--- config.mk ---
export PLATFORM = sky130hd
export DESIGN_NAME = nand_bus_seq
export DESIGN_NICKNAME = d
export VERILOG_FILES = /design/src/rtl/nand_seq_pkg.sv /design/src/rtl/nand_rdy_sync.sv /design/src/rtl/nand_seq_regs.sv /design/src/rtl/nand_phase_seq.sv /design/src/rtl/nand_bus_seq.sv
export SDC_FILE = /design/constraint.sdc
export NUM_CORES = 1
export LEC_CHECK = 0
export ABC_AREA = 1
export BUFFER_PORTS_ARGS = -buffer_cell sky130_fd_sc_hd__buf_2
export CAP_MARGIN = 20
export CORE_UTILIZATION = 35
export CTS_CLUSTER_DIAMETER = 80
export DETAILED_ROUTE_END_ITERATION = 12
export PLACE_DENSITY = 0.52
export SLEW_MARGIN = 20
export SYNTH_ARGS = -nofsm -noshare
export SYNTH_HDL_FRONTEND = slang
export SYNTH_SLANG_ARGS = --single-unit
--- constraint.sdc ---
create_clock -name clk -period 3.7 [get_ports clk]
set_clock_uncertainty 0.1 [all_clocks]
set_input_delay 0.555 -clock clk [delete_from_list [all_inputs] [get_ports clk]]
set_output_delay 0.555 -clock clk [all_outputs]
set_load 0.05 [all_outputs]
--- src/rtl/nand_seq_pkg.sv ---
// nand_seq_pkg
// Shared constants and types for the NAND bus timing sequencer.
// Assumes a 32-bit register interface and 4-bit phase fields.
package nand_seq_pkg;

    localparam int FIELD_W    = 4;
    localparam int TIMING_W   = 8 * FIELD_W;
    localparam int HALF_W     = TIMING_W / 2;
    localparam int REG_AW     = 4;
    localparam int REG_DW     = 32;
    localparam int BUS_W      = 8;
    localparam int IRQ_N      = 2;

    localparam logic [REG_AW-1:0] A_CFG     = 4'd0;
    localparam logic [REG_AW-1:0] A_CTRL    = 4'd1;
    localparam logic [REG_AW-1:0] A_STAT    = 4'd2;
    localparam logic [REG_AW-1:0] A_IRQ_RAW = 4'd3;
    localparam logic [REG_AW-1:0] A_IRQ_EN  = 4'd4;
    localparam logic [REG_AW-1:0] A_IRQ_CLR = 4'd5;
    localparam logic [REG_AW-1:0] A_TIMING  = 4'd6;
    localparam logic [REG_AW-1:0] A_CMD     = 4'd7;
    localparam logic [REG_AW-1:0] A_ADDR    = 4'd8;
    localparam logic [REG_AW-1:0] A_DATA    = 4'd9;
    localparam logic [REG_AW-1:0] A_COUNT   = 4'd10;

    localparam int CE_FORCE_BIT = 5;
    localparam int SOFT_RST_BIT = 2;
    localparam int IRQ_RDY_BIT  = 0;
    localparam int IRQ_TC_BIT   = 1;

    // Kind of bus cycle being run
    typedef enum logic [1:0] {
        CYC_DATA_WR = 2'd0,
        CYC_CMD     = 2'd1,
        CYC_ADDR    = 2'd2,
        CYC_DATA_RD = 2'd3
    } cyc_kind_e;

    // Sequencer phase
    typedef enum logic [2:0] {
        PH_IDLE   = 3'd0,
        PH_SETUP  = 3'd1,
        PH_STROBE = 3'd2,
        PH_HOLD   = 3'd3,
        PH_RWAIT  = 3'd4
    } phase_e;

    // One half of the timing register; setup sits in the low bits
    typedef struct packed {
        logic [FIELD_W-1:0] rdy_wait;
        logic [FIELD_W-1:0] width;
        logic [FIELD_W-1:0] hold;
        logic [FIELD_W-1:0] setup;
    } phase_times_t;

endpackage

--- src/rtl/nand_rdy_sync.sv ---
// nand_rdy_sync
// Brings the asynchronous ready/busy pin into the clock domain and
// flags its low-to-high transitions.
// Assumes STAGES >= 2.
module nand_rdy_sync #(
    parameter int STAGES = 2
) (
    input  logic clk,
    input  logic rst_n,
    input  logic pin,
    output logic level,
    output logic rise
);

    logic [STAGES-1:0] sync_q;
    logic              prev_q;

    // Shift the pin through the synchroniser and keep the last level
    always_ff @(posedge clk) begin
        if (!rst_n) begin
            sync_q <= '0;
            prev_q <= 1'b0;
        end else begin
            sync_q <= {sync_q[STAGES-2:0], pin};
            prev_q <= sync_q[STAGES-1];
        end
    end

    assign level = sync_q[STAGES-1];
    assign rise  = sync_q[STAGES-1] & ~prev_q;

    // a transition flag lasts one clock
    p_rise_single_r9: assert property (@(posedge clk) disable iff (!rst_n)
        rise |=> !rise);

endmodule

--- src/rtl/nand_seq_regs.sv ---
// nand_seq_regs
// Register file: decodes host accesses, holds configuration, timing,
// interrupt flags and the data-cycle counter, and issues cycle requests.
// Assumes host reads of non-data registers are side-effect free.
module nand_seq_regs
    import nand_seq_pkg::*;
#(
    parameter int TC_W = 16
) (
    input  logic                 clk,
    input  logic                 rst_n,
    input  logic                 reg_wr,
    input  logic                 reg_rd,
    input  logic [REG_AW-1:0]    reg_addr,
    input  logic [REG_DW-1:0]    reg_wdata,
    output logic [REG_DW-1:0]    reg_rdata,
    input  logic                 rdy_level,
    input  logic                 rdy_rise,
    input  logic                 seq_busy,
    input  logic                 data_done,
    input  logic [BUS_W-1:0]     rd_byte,
    output logic                 start,
    output cyc_kind_e            start_kind,
    output logic [BUS_W-1:0]     start_byte,
    output logic [TIMING_W-1:0]  timing,
    output logic                 ce_force,
    output logic                 soft_rst,
    output logic                 irq
);

    localparam int PAD_CNT = REG_DW - TC_W;
    localparam int PAD_RAW = REG_DW - IRQ_N;

    logic                ce_force_q;
    logic [TIMING_W-1:0] timing_q;
    logic [IRQ_N-1:0]    irq_en_q;
    logic [IRQ_N-1:0]    irq_raw_q;
    logic [TC_W-1:0]     count_q;
    logic [IRQ_N-1:0]    irq_set;
    logic [IRQ_N-1:0]    irq_clr;
    logic                wr_count;
    logic                tc_hit;
    logic                req_wr;
    logic                req_rd;

    // Soft reset request taken straight from the write
    assign soft_rst = reg_wr && (reg_addr == A_CTRL) && reg_wdata[SOFT_RST_BIT];

    // Cycle request decode; refused while a cycle runs
    always_comb begin
        req_wr     = reg_wr && ((reg_addr == A_CMD) || (reg_addr == A_ADDR) ||
                                (reg_addr == A_DATA));
        req_rd     = !reg_wr && reg_rd && (reg_addr == A_DATA);
        start      = (req_wr || req_rd) && !seq_busy && !soft_rst;
        start_byte = reg_wdata[BUS_W-1:0];
        if (req_rd)                     start_kind = CYC_DATA_RD;
        else if (reg_addr == A_CMD)     start_kind = CYC_CMD;
        else if (reg_addr == A_ADDR)    start_kind = CYC_ADDR;
        else                            start_kind = CYC_DATA_WR;
    end

    // Interrupt set and clear terms
    always_comb begin
        wr_count              = reg_wr && (reg_addr == A_COUNT);
        tc_hit                = data_done && (count_q == TC_W'(1)) && !wr_count;
        irq_set               = '0;
        irq_set[IRQ_RDY_BIT]  = rdy_rise;
        irq_set[IRQ_TC_BIT]   = tc_hit;
        irq_clr               = (reg_wr && (reg_addr == A_IRQ_CLR)) ?
                                reg_wdata[IRQ_N-1:0] : '0;
    end

    // Register state, with hardware and software reset
    always_ff @(posedge clk) begin
        if (!rst_n || soft_rst) begin
            ce_force_q <= 1'b0;
            timing_q   <= '0;
            irq_en_q   <= '0;
            irq_raw_q  <= '0;
            count_q    <= '0;
        end else begin
            if (reg_wr && (reg_addr == A_CFG))
                ce_force_q <= reg_wdata[CE_FORCE_BIT];
            if (reg_wr && (reg_addr == A_TIMING))
                timing_q <= reg_wdata[TIMING_W-1:0];
            if (reg_wr && (reg_addr == A_IRQ_EN))
                irq_en_q <= reg_wdata[IRQ_N-1:0];
            if (wr_count)
                count_q <= reg_wdata[TC_W-1:0];
            else if (data_done && (count_q != '0))
                count_q <= count_q - 1'b1;
            irq_raw_q <= irq_set | (irq_raw_q & ~irq_clr);
        end
    end

    // Read data mux
    always_comb begin
        reg_rdata = '0;
        case (reg_addr)
            A_CFG:     reg_rdata[CE_FORCE_BIT] = ce_force_q;
            A_STAT:    reg_rdata[0]            = rdy_level;
            A_IRQ_RAW: reg_rdata = {{PAD_RAW{1'b0}}, irq_raw_q};
            A_IRQ_EN:  reg_rdata = {{PAD_RAW{1'b0}}, irq_en_q};
            A_TIMING:  reg_rdata[TIMING_W-1:0] = timing_q;
            A_DATA:    reg_rdata[BUS_W-1:0]    = rd_byte;
            A_COUNT:   reg_rdata = {{PAD_CNT{1'b0}}, count_q};
            default:   reg_rdata = '0;
        endcase
    end

    assign timing   = timing_q;
    assign ce_force = ce_force_q;
    assign irq      = |(irq_raw_q & irq_en_q);

    // a ready transition always leaves the flag set
    p_rdy_flag_r10: assert property (@(posedge clk) disable iff (!rst_n)
        (rdy_rise && !soft_rst) |=> irq_raw_q[IRQ_RDY_BIT]);

    // writing a one to the clear register removes the ready flag
    p_clr_flag_r10: assert property (@(posedge clk) disable iff (!rst_n)
        (reg_wr && (reg_addr == A_IRQ_CLR) && reg_wdata[IRQ_RDY_BIT] && !rdy_rise)
        |=> !irq_raw_q[IRQ_RDY_BIT]);

    // the last counted data cycle raises the terminal-count flag
    p_tc_flag_r11: assert property (@(posedge clk) disable iff (!rst_n)
        (data_done && (count_q == TC_W'(1)) && !wr_count && !soft_rst)
        |=> irq_raw_q[IRQ_TC_BIT]);

    // software reset clears configuration and masks
    p_soft_clear_r12: assert property (@(posedge clk) disable iff (!rst_n)
        soft_rst |=> ((timing_q == '0) && !ce_force_q && (irq_en_q == '0)));

endmodule

--- src/rtl/nand_phase_seq.sv ---
// nand_phase_seq
// Runs one bus cycle through setup, strobe, hold and ready-wait phases,
// each lasting its programmed count plus one clock.
// Assumes start is only raised while idle; clr aborts at once.
module nand_phase_seq
    import nand_seq_pkg::*;
(
    input  logic                 clk,
    input  logic                 rst_n,
    input  logic                 clr,
    input  logic                 start,
    input  cyc_kind_e            start_kind,
    input  logic [BUS_W-1:0]     start_byte,
    input  logic [TIMING_W-1:0]  timing,
    input  logic                 ce_force,
    input  logic [BUS_W-1:0]     dq_in,
    output logic                 ce_n,
    output logic                 cle,
    output logic                 ale,
    output logic                 we_n,
    output logic                 re_n,
    output logic [BUS_W-1:0]     dq_out,
    output logic                 dq_oe,
    output logic                 busy,
    output logic                 rd_done,
    output logic [BUS_W-1:0]     rd_byte,
    output logic                 data_done
);

    phase_e              phase_q;
    cyc_kind_e           kind_q;
    logic [FIELD_W-1:0]  cnt_q;
    logic [BUS_W-1:0]    byte_q;
    logic [BUS_W-1:0]    rd_byte_q;
    phase_times_t        times_q;
    phase_times_t        sel_times;
    logic                rd_done_q;
    logic                data_done_q;
    logic                cnt_zero;
    logic                latch_phase;
    logic                is_read;

    // Pick the read or write half of the timing register for a new cycle
    assign sel_times = (start_kind == CYC_DATA_RD) ?
                       phase_times_t'(timing[HALF_W-1:0]) :
                       phase_times_t'(timing[TIMING_W-1:HALF_W]);

    assign cnt_zero = (cnt_q == '0);
    assign is_read  = (kind_q == CYC_DATA_RD);

    // Phase state machine and per-phase down-counter
    always_ff @(posedge clk) begin
        if (!rst_n || clr) begin
            phase_q     <= PH_IDLE;
            kind_q      <= CYC_DATA_WR;
            cnt_q       <= '0;
            byte_q      <= '0;
            rd_byte_q   <= '0;
            times_q     <= '0;
            rd_done_q   <= 1'b0;
            data_done_q <= 1'b0;
        end else begin
            rd_done_q   <= 1'b0;
            data_done_q <= 1'b0;
            case (phase_q)
                PH_IDLE: begin
                    if (start) begin
                        phase_q <= PH_SETUP;
                        kind_q  <= start_kind;
                        byte_q  <= start_byte;
                        times_q <= sel_times;
                        cnt_q   <= sel_times.setup;
                    end
                end
                PH_SETUP: begin
                    if (cnt_zero) begin
                        phase_q <= PH_STROBE;
                        cnt_q   <= times_q.width;
                    end else begin
                        cnt_q <= cnt_q - 1'b1;
                    end
                end
                PH_STROBE: begin
                    if (cnt_zero) begin
                        phase_q <= PH_HOLD;
                        cnt_q   <= times_q.hold;
                        if (is_read)
                            rd_byte_q <= dq_in;
                    end else begin
                        cnt_q <= cnt_q - 1'b1;
                    end
                end
                PH_HOLD: begin
                    if (cnt_zero) begin
                        phase_q <= PH_RWAIT;
                        cnt_q   <= times_q.rdy_wait;
                    end else begin
                        cnt_q <= cnt_q - 1'b1;
                    end
                end
                PH_RWAIT: begin
                    if (cnt_zero) begin
                        phase_q     <= PH_IDLE;
                        rd_done_q   <= is_read;
                        data_done_q <= is_read || (kind_q == CYC_DATA_WR);
                    end else begin
                        cnt_q <= cnt_q - 1'b1;
                    end
                end
                default: phase_q <= PH_IDLE;
            endcase
        end
    end

    // Bus pin decode from the current phase and cycle kind
    always_comb begin
        latch_phase = (phase_q == PH_SETUP) || (phase_q == PH_STROBE) ||
                      (phase_q == PH_HOLD);
        busy   = (phase_q != PH_IDLE);
        ce_n   = !(ce_force || busy);
        cle    = latch_phase && (kind_q == CYC_CMD);
        ale    = latch_phase && (kind_q == CYC_ADDR);
        we_n   = !((phase_q == PH_STROBE) && !is_read);
        re_n   = !((phase_q == PH_STROBE) && is_read);
        dq_oe  = latch_phase && !is_read;
        dq_out = byte_q;
    end

    assign rd_done   = rd_done_q;
    assign rd_byte   = rd_byte_q;
    assign data_done = data_done_q;

    // the two strobes are never active together
    p_strobe_excl_r6: assert property (@(posedge clk) disable iff (!rst_n)
        !(!we_n && !re_n));

    // command and address latches are exclusive
    p_latch_excl_r3: assert property (@(posedge clk) disable iff (!rst_n)
        !(cle && ale));

    // any strobe happens with the chip enabled
    p_ce_strobe_r7: assert property (@(posedge clk) disable iff (!rst_n)
        (!we_n || !re_n) |-> !ce_n);

    // the write strobe falls only after a setup phase
    p_setup_first_r6: assert property (@(posedge clk) disable iff (!rst_n)
        $fell(we_n) |-> $past(phase_q == PH_SETUP));

    // the register file requests a cycle only when idle
    p_start_idle_r8: assert property (@(posedge clk) disable iff (!rst_n)
        start |-> !busy);

    // the bus is never driven while reading
    p_read_undriven_r5: assert property (@(posedge clk) disable iff (!rst_n)
        !re_n |-> !dq_oe);

    // the read completion pulse follows the ready-wait phase
    p_rd_done_r5: assert property (@(posedge clk) disable iff (!rst_n)
        rd_done |-> $past(phase_q == PH_RWAIT));

endmodule

--- src/rtl/nand_bus_seq.sv ---
// nand_bus_seq
// Top level: register-driven sequencer for an 8-bit asynchronous NAND bus.
// Assumes the host waits for seq_busy low before issuing the next cycle.
module nand_bus_seq
    import nand_seq_pkg::*;
#(
    parameter int TC_W        = 16,
    parameter int SYNC_STAGES = 2
) (
    input  logic         clk,
    input  logic         rst_n,
    input  logic         reg_wr,
    input  logic         reg_rd,
    input  logic [3:0]   reg_addr,
    input  logic [31:0]  reg_wdata,
    output logic [31:0]  reg_rdata,
    output logic         seq_busy,
    output logic         rd_done,
    output logic [7:0]   rd_byte,
    output logic         nand_ce_n,
    output logic         nand_cle,
    output logic         nand_ale,
    output logic         nand_we_n,
    output logic         nand_re_n,
    output logic [7:0]   nand_dq_out,
    output logic         nand_dq_oe,
    input  logic [7:0]   nand_dq_in,
    input  logic         nand_rdy,
    output logic         irq
);

    logic                rdy_level;
    logic                rdy_rise;
    logic                start;
    cyc_kind_e           start_kind;
    logic [BUS_W-1:0]    start_byte;
    logic [TIMING_W-1:0] timing;
    logic                ce_force;
    logic                soft_rst;
    logic                data_done;

    nand_rdy_sync #(
        .STAGES (SYNC_STAGES)
    ) u_rdy (
        .clk   (clk),
        .rst_n (rst_n),
        .pin   (nand_rdy),
        .level (rdy_level),
        .rise  (rdy_rise)
    );

    nand_seq_regs #(
        .TC_W (TC_W)
    ) u_regs (
        .clk        (clk),
        .rst_n      (rst_n),
        .reg_wr     (reg_wr),
        .reg_rd     (reg_rd),
        .reg_addr   (reg_addr),
        .reg_wdata  (reg_wdata),
        .reg_rdata  (reg_rdata),
        .rdy_level  (rdy_level),
        .rdy_rise   (rdy_rise),
        .seq_busy   (seq_busy),
        .data_done  (data_done),
        .rd_byte    (rd_byte),
        .start      (start),
        .start_kind (start_kind),
        .start_byte (start_byte),
        .timing     (timing),
        .ce_force   (ce_force),
        .soft_rst   (soft_rst),
        .irq        (irq)
    );

    nand_phase_seq u_seq (
        .clk        (clk),
        .rst_n      (rst_n),
        .clr        (soft_rst),
        .start      (start),
        .start_kind (start_kind),
        .start_byte (start_byte),
        .timing     (timing),
        .ce_force   (ce_force),
        .dq_in      (nand_dq_in),
        .ce_n       (nand_ce_n),
        .cle        (nand_cle),
        .ale        (nand_ale),
        .we_n       (nand_we_n),
        .re_n       (nand_re_n),
        .dq_out     (nand_dq_out),
        .dq_oe      (nand_dq_oe),
        .busy       (seq_busy),
        .rd_done    (rd_done),
        .rd_byte    (rd_byte),
        .data_done  (data_done)
    );

endmodule

==> results of run 1 <==
[metal layers]
metal  up-vias  part of all wire [%]
met1      2421                    48
met3        26                   3.9
met2       118                    47
li1       2680                     -
met5         -                     0
met4         0                   2.1
[state kept, by name (all words and copies together), names as in the netlist]
signal,flops
u_rdy.sync_q,2
u_seq.rd_byte,8
u_regs.irq_en_q,2
u_seq.data_done,1
u_rdy.prev_q,1
u_seq.cnt_q,4
u_seq.times_q,12
u_regs.irq_raw_q,2
u_seq.rd_done,1
u_seq.dq_out,8
u_regs.ce_force,1
u_seq.phase_q,3
u_seq.kind_q,2
u_regs.count_q,16
u_regs.timing,32
[synthesized netlist by cell type (all sizes together)]
cell type,instances,area (sq um)
a21o,1,7.510
a21oi,87,446.7
a22o,1,8.760
and2,2,12.51
buf,19,123.9
clkbuf,13,48.80
clkinv,2,8.750
dfxtp,95,1902
ha,8,100.1
inv,89,334.1
nand2,207,787.0
nand3,61,315.3
nand3b,5,37.54
nand4,3,18.77
nor2,95,386.6
nor3,4,20.02
o2111ai,2,17.52
o211ai,6,45.04
o21ai,73,369.1
o221ai,1,8.760
or2,1,6.260
xor2,6,52.55
[kinds of logic after synthesis]
| group | share of synthesized area [%] |
|---|---|
| compound gates | 17.86 |
| fa+ha+maj | 1.979 |
| xor+xnor | 1.039 |
| simple gates | 31.32 |
| flops | 37.61 |
| buf+inv | 10.19 |
[worst reg2reg max path: stages, from the launching register on]
cell                      delay (ps)
sky130_fd_sc_hd__dfxtp_1         350
sky130_fd_sc_hd__nor2_1          150
sky130_fd_sc_hd__inv_1            90
sky130_fd_sc_hd__nor2_1          160
sky130_fd_sc_hd__nand2_1         530
sky130_fd_sc_hd__o21ai_0         520
sky130_fd_sc_hd__nor2_1           70
[layout make-up]
cell class                 instances  area, sq um
multi-input combinational        563         2648
tap                              180        225.2
clock inverter                     1        7.507
inverter                          91        342.8
timing repair buffer             109        555.5
sequential                        95         1902
fill                            1535         8061
clock buffer                      12        246.5
[final timing paths]
path / start / depth (start not counted) / to / slack [ps]
worst max register to register: u_seq.phase_q[0] / 6 / u_seq.dq_out[5] / 1630
worst max-delay path: reg_addr[2] / 11 / reg_rdata[0] / 780
worst min register to register: u_rdy.sync_q[0] / 2 / u_rdy.sync_q[1] / 310
worst min-delay path: nand_rdy / 3 / u_rdy.sync_q[0] / 280
[where the power goes]
group	internal, mW	switching (mW)	leakage (nW)
sequential	1.08	0.0478	0.770
clock	0.464	0.396	0.121
combinational	0.266	0.661	1.80
total	1.81	1.10	2.69
[cell usage in the layout, fill, tap and decap left out, types with 5 or more instances in the layout]
master | Yosys | layout
sky130_fd_sc_hd__ha_1 | 8 | 8
sky130_fd_sc_hd__dfxtp_1 | 95 | 95
sky130_fd_sc_hd__clkbuf_16 | 0 | 9
sky130_fd_sc_hd__nand3b_1 | 5 | 5
sky130_fd_sc_hd__inv_2 | 7 | 7
sky130_fd_sc_hd__o21ai_1 | 6 | 6
sky130_fd_sc_hd__nand3_1 | 59 | 59
sky130_fd_sc_hd__buf_2 | 12 | 105
sky130_fd_sc_hd__nor2_1 | 89 | 89
sky130_fd_sc_hd__o21ai_0 | 66 | 66
sky130_fd_sc_hd__inv_1 | 82 | 82
sky130_fd_sc_hd__nand2_1 | 203 | 203
sky130_fd_sc_hd__xor2_1 | 6 | 6
sky130_fd_sc_hd__a21oi_1 | 86 | 86
sky130_fd_sc_hd__o211ai_1 | 6 | 6
[through the flow]
stage / util (%) / total power, mW / area [sq um]
2_1_floorplan: - / 1.847 / 5057
3_3_place_gp: 40.55 / 2.052 / 5673
3_5_place_dp: 40.55 / 2.070 / 5673
4_1_cts: 42.37 / 2.933 / 5927
5_1_grt: 42.37 / 3.091 / 5927
6_report: 42.37 / 2.915 / 5927
==> metrics, run 1 <==
result of the run finished clean; maximum ir drop on the vdd rail 0.2200 mV; fraction of the cycle the final worst path needs 78.95%; worst setup timing slack at the placement stage 791.9 ps; average wire per standard cell 15.42 um; Hold Vio Cnt, Final 0; total DRC errors in the routed layout 0; CP Class input port to output port; post-route worst setup slack 778.7 ps; slew of the pin with the lowest slew margin 841.8 ps; ant diodes 0; Hold Worst Slack 283.0 ps; CP Capture Type output port; Netlist Area Pre-Place 5057 sq um; worst skew pair latency 350 ps; first-pass GRT wire length 25,640 um; Most Crowded Layer GR met2; synth unique cells 34; cell type of the slowest stage on the worst timing path sky130_fd_sc_hd__inv_1; CTS clock-pin slew for the worst setup and hold paths 60 ps; placement row count 43; routed wire length 16,210 um; Post-Synthesis Net Count 838; cell at the root of the clock tree sky130_fd_sc_hd__clkbuf_16; Total Neg Setup Slack 0 ps; count of state elements after synthesis 95; synthesized area divided by synthesized cell count 6.475 sq um; GRT Total Usage 22.45%; number of placed instances, taps included 1,038; Die Ht 122.2 um; violation count after the first detailed-route iteration 363; DRT antenna net count 0; critical path, cell by cell buf_2 -> inv_2 -> nor2_2 -> nand2_1 -> buf_4 -> inv_1 -> nand2_1 -> o21ai_0 -> a21oi_1 -> nand4_1 -> buf_2; die width 122.2 um; number of setup buffers added after CTS 0; total clock sinks 95; routability congestion estimate from global placement 0.9345; Port Buffers 105; number of max-capacitance violations reported 0; path category of the worst min-delay check input port to flop; proportion of layout cells with a drive suffix above 1 16.42%; Layout area overhead 17.19%; number of buffers on the longest clock path 2; critical path data required time 3040 ps; Cells after Synth 781; number of antenna violations at the first check in global routing 0; met1 track demand over resource in global routing 29.11%; DIE AREA 14,930 sq um; final count of negative-setup-slack endpoints 0; ports placed on the boundary 106; CTS tree built; number of global-route vias before repair 4,961; minimum clock period after layout 2921 ps; Crit Path Max Fanout 18; met2 Resource Use GR 37.54%; CTS Hold Bufs 0; Critical path buffers and inverters 5; static power due to leakage 2.687 nW; pins over their slew limit 0; Cell Pwr Density 491.8 nW/um^2; final-stage net count 926; met3 capacity usage during global routing 3.558%; largest incremental delay on the critical path 450 ps; CTS buffer count 9; Finished Layout Cells 1,051; count of yosys warnings during synthesis 0; DP Wirelength 11,810 um; unrepaired setup endpoints after global routing false; initial standard-cell utilization of the core 36.15%; core region area 13,990 sq um; CP startpoint kind input port; family with the most delay on the worst path buffers and inverters; detail-routed via count per cell 4.990; routed via count 5,245; pin count of the biggest net entering global routing 51; detailed-router iteration count before antenna repair 5; final global-route overflow total 0; Fmax achieved 342.3 MHz; number of H-tree levels 3; sequential element share of the synthesized area 37.61%; worst rel slew slack 43.74%; arrival time of the worst setup path 2270 ps; Resize count post-CTS 0
(Power assumes the default switching activity.)
==> run 2, diff against run 1 <==
- PLACE_DENSITY: 0.52 -> 0.54
- clock period: 3.7 -> 2.37 ns (I/O delays scaled with it)
==> run 2 against run 1 <==
  * Die area stayed put
  * Utilization is 1.3 points higher
  * Highest routed layer unchanged
  * Count of clock-buffer cells in the layout grew 2
  * Final cell count grew 1.8%
  * First-iteration DRC count is 3.6% higher
  * Sequential power grew 56%
  * Hold slack got worse by 190 ps
==> metrics, run 2 (synthesized netlist as in run 1, its figures left out) <==
static power due to leakage 2.797 nW; average wire per standard cell 14.72 um; proportion of layout cells with a drive suffix above 1 18.31%; number of antenna violations at the first check in global routing 0; CP Capture Type output port; cell at the root of the clock tree sky130_fd_sc_hd__clkbuf_16; final count of negative-setup-slack endpoints 0; CTS tree built; first-pass GRT wire length 24,670 um; minimum clock period after layout 2220 ps; routability congestion estimate from global placement 0.8726; leading cell type in the layout, fill and taps excluded sky130_fd_sc_hd__nand2_1; number of H-tree levels 3; Hold Worst Slack 92.17 ps; number of flip-flops in the largest register 32; fill count 1,560; number of placed instances, taps included 1,054; detailed-router iteration count before antenna repair 5; DIE AREA 14,930 sq um; detail-routed via count per cell 4.887; ports placed on the boundary 106; Die Ht 122.2 um; Hold Vio Cnt, Final 0; unrepaired setup endpoints after global routing false; slew of the pin with the lowest slew margin 677.5 ps; CP startpoint kind input port; multi-input gate area in the final layout 2648 sq um; placement row count 43; pins over their slew limit 0; worst skew pair latency 350 ps; worst rel slew slack 54.77%; number of max-capacitance violations reported 0; total clock sinks 95; core region area 13,990 sq um; DRT antenna net count 0; fraction of the cycle the final worst path needs 93.68%; result of the run finished clean; CTS clock-pin slew for the worst setup and hold paths 70 ps; Cell Pwr Density 772.6 nW/um^2; area taken by flip-flops and latches 1902 sq um; initial standard-cell utilization of the core 36.15%; Port Buffers 105; Worst R2R Setup Slack 410 ps; critical path data required time 1910 ps; number of setup buffers added after CTS 0; GRT Total Usage 21.77%; total DRC errors in the routed layout 0; Finished Layout Cells 1,070; Resize count post-CTS 0; number of global-route vias before repair 4,744; Fmax achieved 450.4 MHz; maximum ir drop on the vdd rail 0.3441 mV; path category of the worst min-delay check input port to flop; ant diodes 0; Total Neg Setup Slack 0 ps; die width 122.2 um; CTS buffer count 9; Crit Path Max Fanout 12; CP Class input port to output port; CTS Hold Bufs 0; number of buffers on the longest clock path 2; arrival time of the worst setup path 1760 ps; final-stage net count 942; Layout area overhead 20.91%; violation count after the first detailed-route iteration 376; routed via count 5,229; pin count of the biggest net entering global routing 51; DP Wirelength 11,800 um; routed wire length 15,750 um; leading cell types in the layout, fill and taps excluded 203 x sky130_fd_sc_hd__nand2_1, 105 x sky130_fd_sc_hd__buf_2, 95 x sky130_fd_sc_hd__dfxtp_1, 89 x sky130_fd_sc_hd__nor2_1, 86 x sky130_fd_sc_hd__a21oi_1; final global-route overflow total 0
==> run 2: cell types whose count changed in the layout (fill, tap and decap cells not counted) <==
| cell | before | now |
|---|---|---|
| sky130_fd_sc_hd__buf_12 | 0 | 2 |
| sky130_fd_sc_hd__buf_4 | 4 | 18 |
| sky130_fd_sc_hd__clkbuf_1 | 2 | 1 |
| sky130_fd_sc_hd__clkbuf_8 | 1 | 4 |
| sky130_fd_sc_hd__clkinv_2 | 1 | 2 |
==> run 2: layout make-up <==
class,count,area share [%]
timing repair buffer,125,11.46
multi-input combinational,563,43.30
clock buffer,14,4.645
clock inverter,2,0.2046
sequential,95,31.10
inverter,91,5.607
tap,180,3.683
==> run 2: critical path, stage by stage <==
cell	delay, ps
sky130_fd_sc_hd__buf_2	140
sky130_fd_sc_hd__inv_2	60
sky130_fd_sc_hd__nor2_2	150
sky130_fd_sc_hd__nand2_1	90
sky130_fd_sc_hd__inv_1	350
sky130_fd_sc_hd__buf_4	220
sky130_fd_sc_hd__nand2_1	50
sky130_fd_sc_hd__o21ai_0	70
sky130_fd_sc_hd__buf_2	290
==> run 2: path summary, 6_finish.rpt <==
path,end,depth (start not counted),from
min,u_rdy.sync_q[0],3,nand_rdy
max,reg_rdata[11],9,reg_addr[2]
max reg2reg,u_regs.count_q[10],8,u_regs.count_q[9]
min reg2reg,u_rdy.sync_q[1],2,u_rdy.sync_q[0]
==> run 2: report_power, final <==
part           switching (mW)  leakage [nW]  internal, mW  total [mW]
Combinational            1.04          1.88         0.468        1.51
Clock                   0.625         0.145         0.826        1.45
Sequential             0.0757         0.770          1.69        1.76
==> run 2: metal layers <==
layer / global-route usage [%] / vias up / wire [um]
li1: - / 2716 / -
met1: 29.43 / 2357 / 7506
met2: 34.90 / 146 / 7268
met3: 4.354 / 10 / 825
met4: 6.098 / 0 / 150
met5: 0 / - / 0
==> run 2: stage by stage <==
step	cell area (sq um)	total power, mW	util (%)	setup WS (ps)
after floorplan	5057	2.883	-	2.379
after global placement	5818	3.308	41.59	174.9
after detailed placement	5818	3.305	41.59	153.7
after CTS	6115	4.754	43.71	154.4
after global routing	6115	5.012	43.71	19.95
final	6115	4.724	43.71	149.8
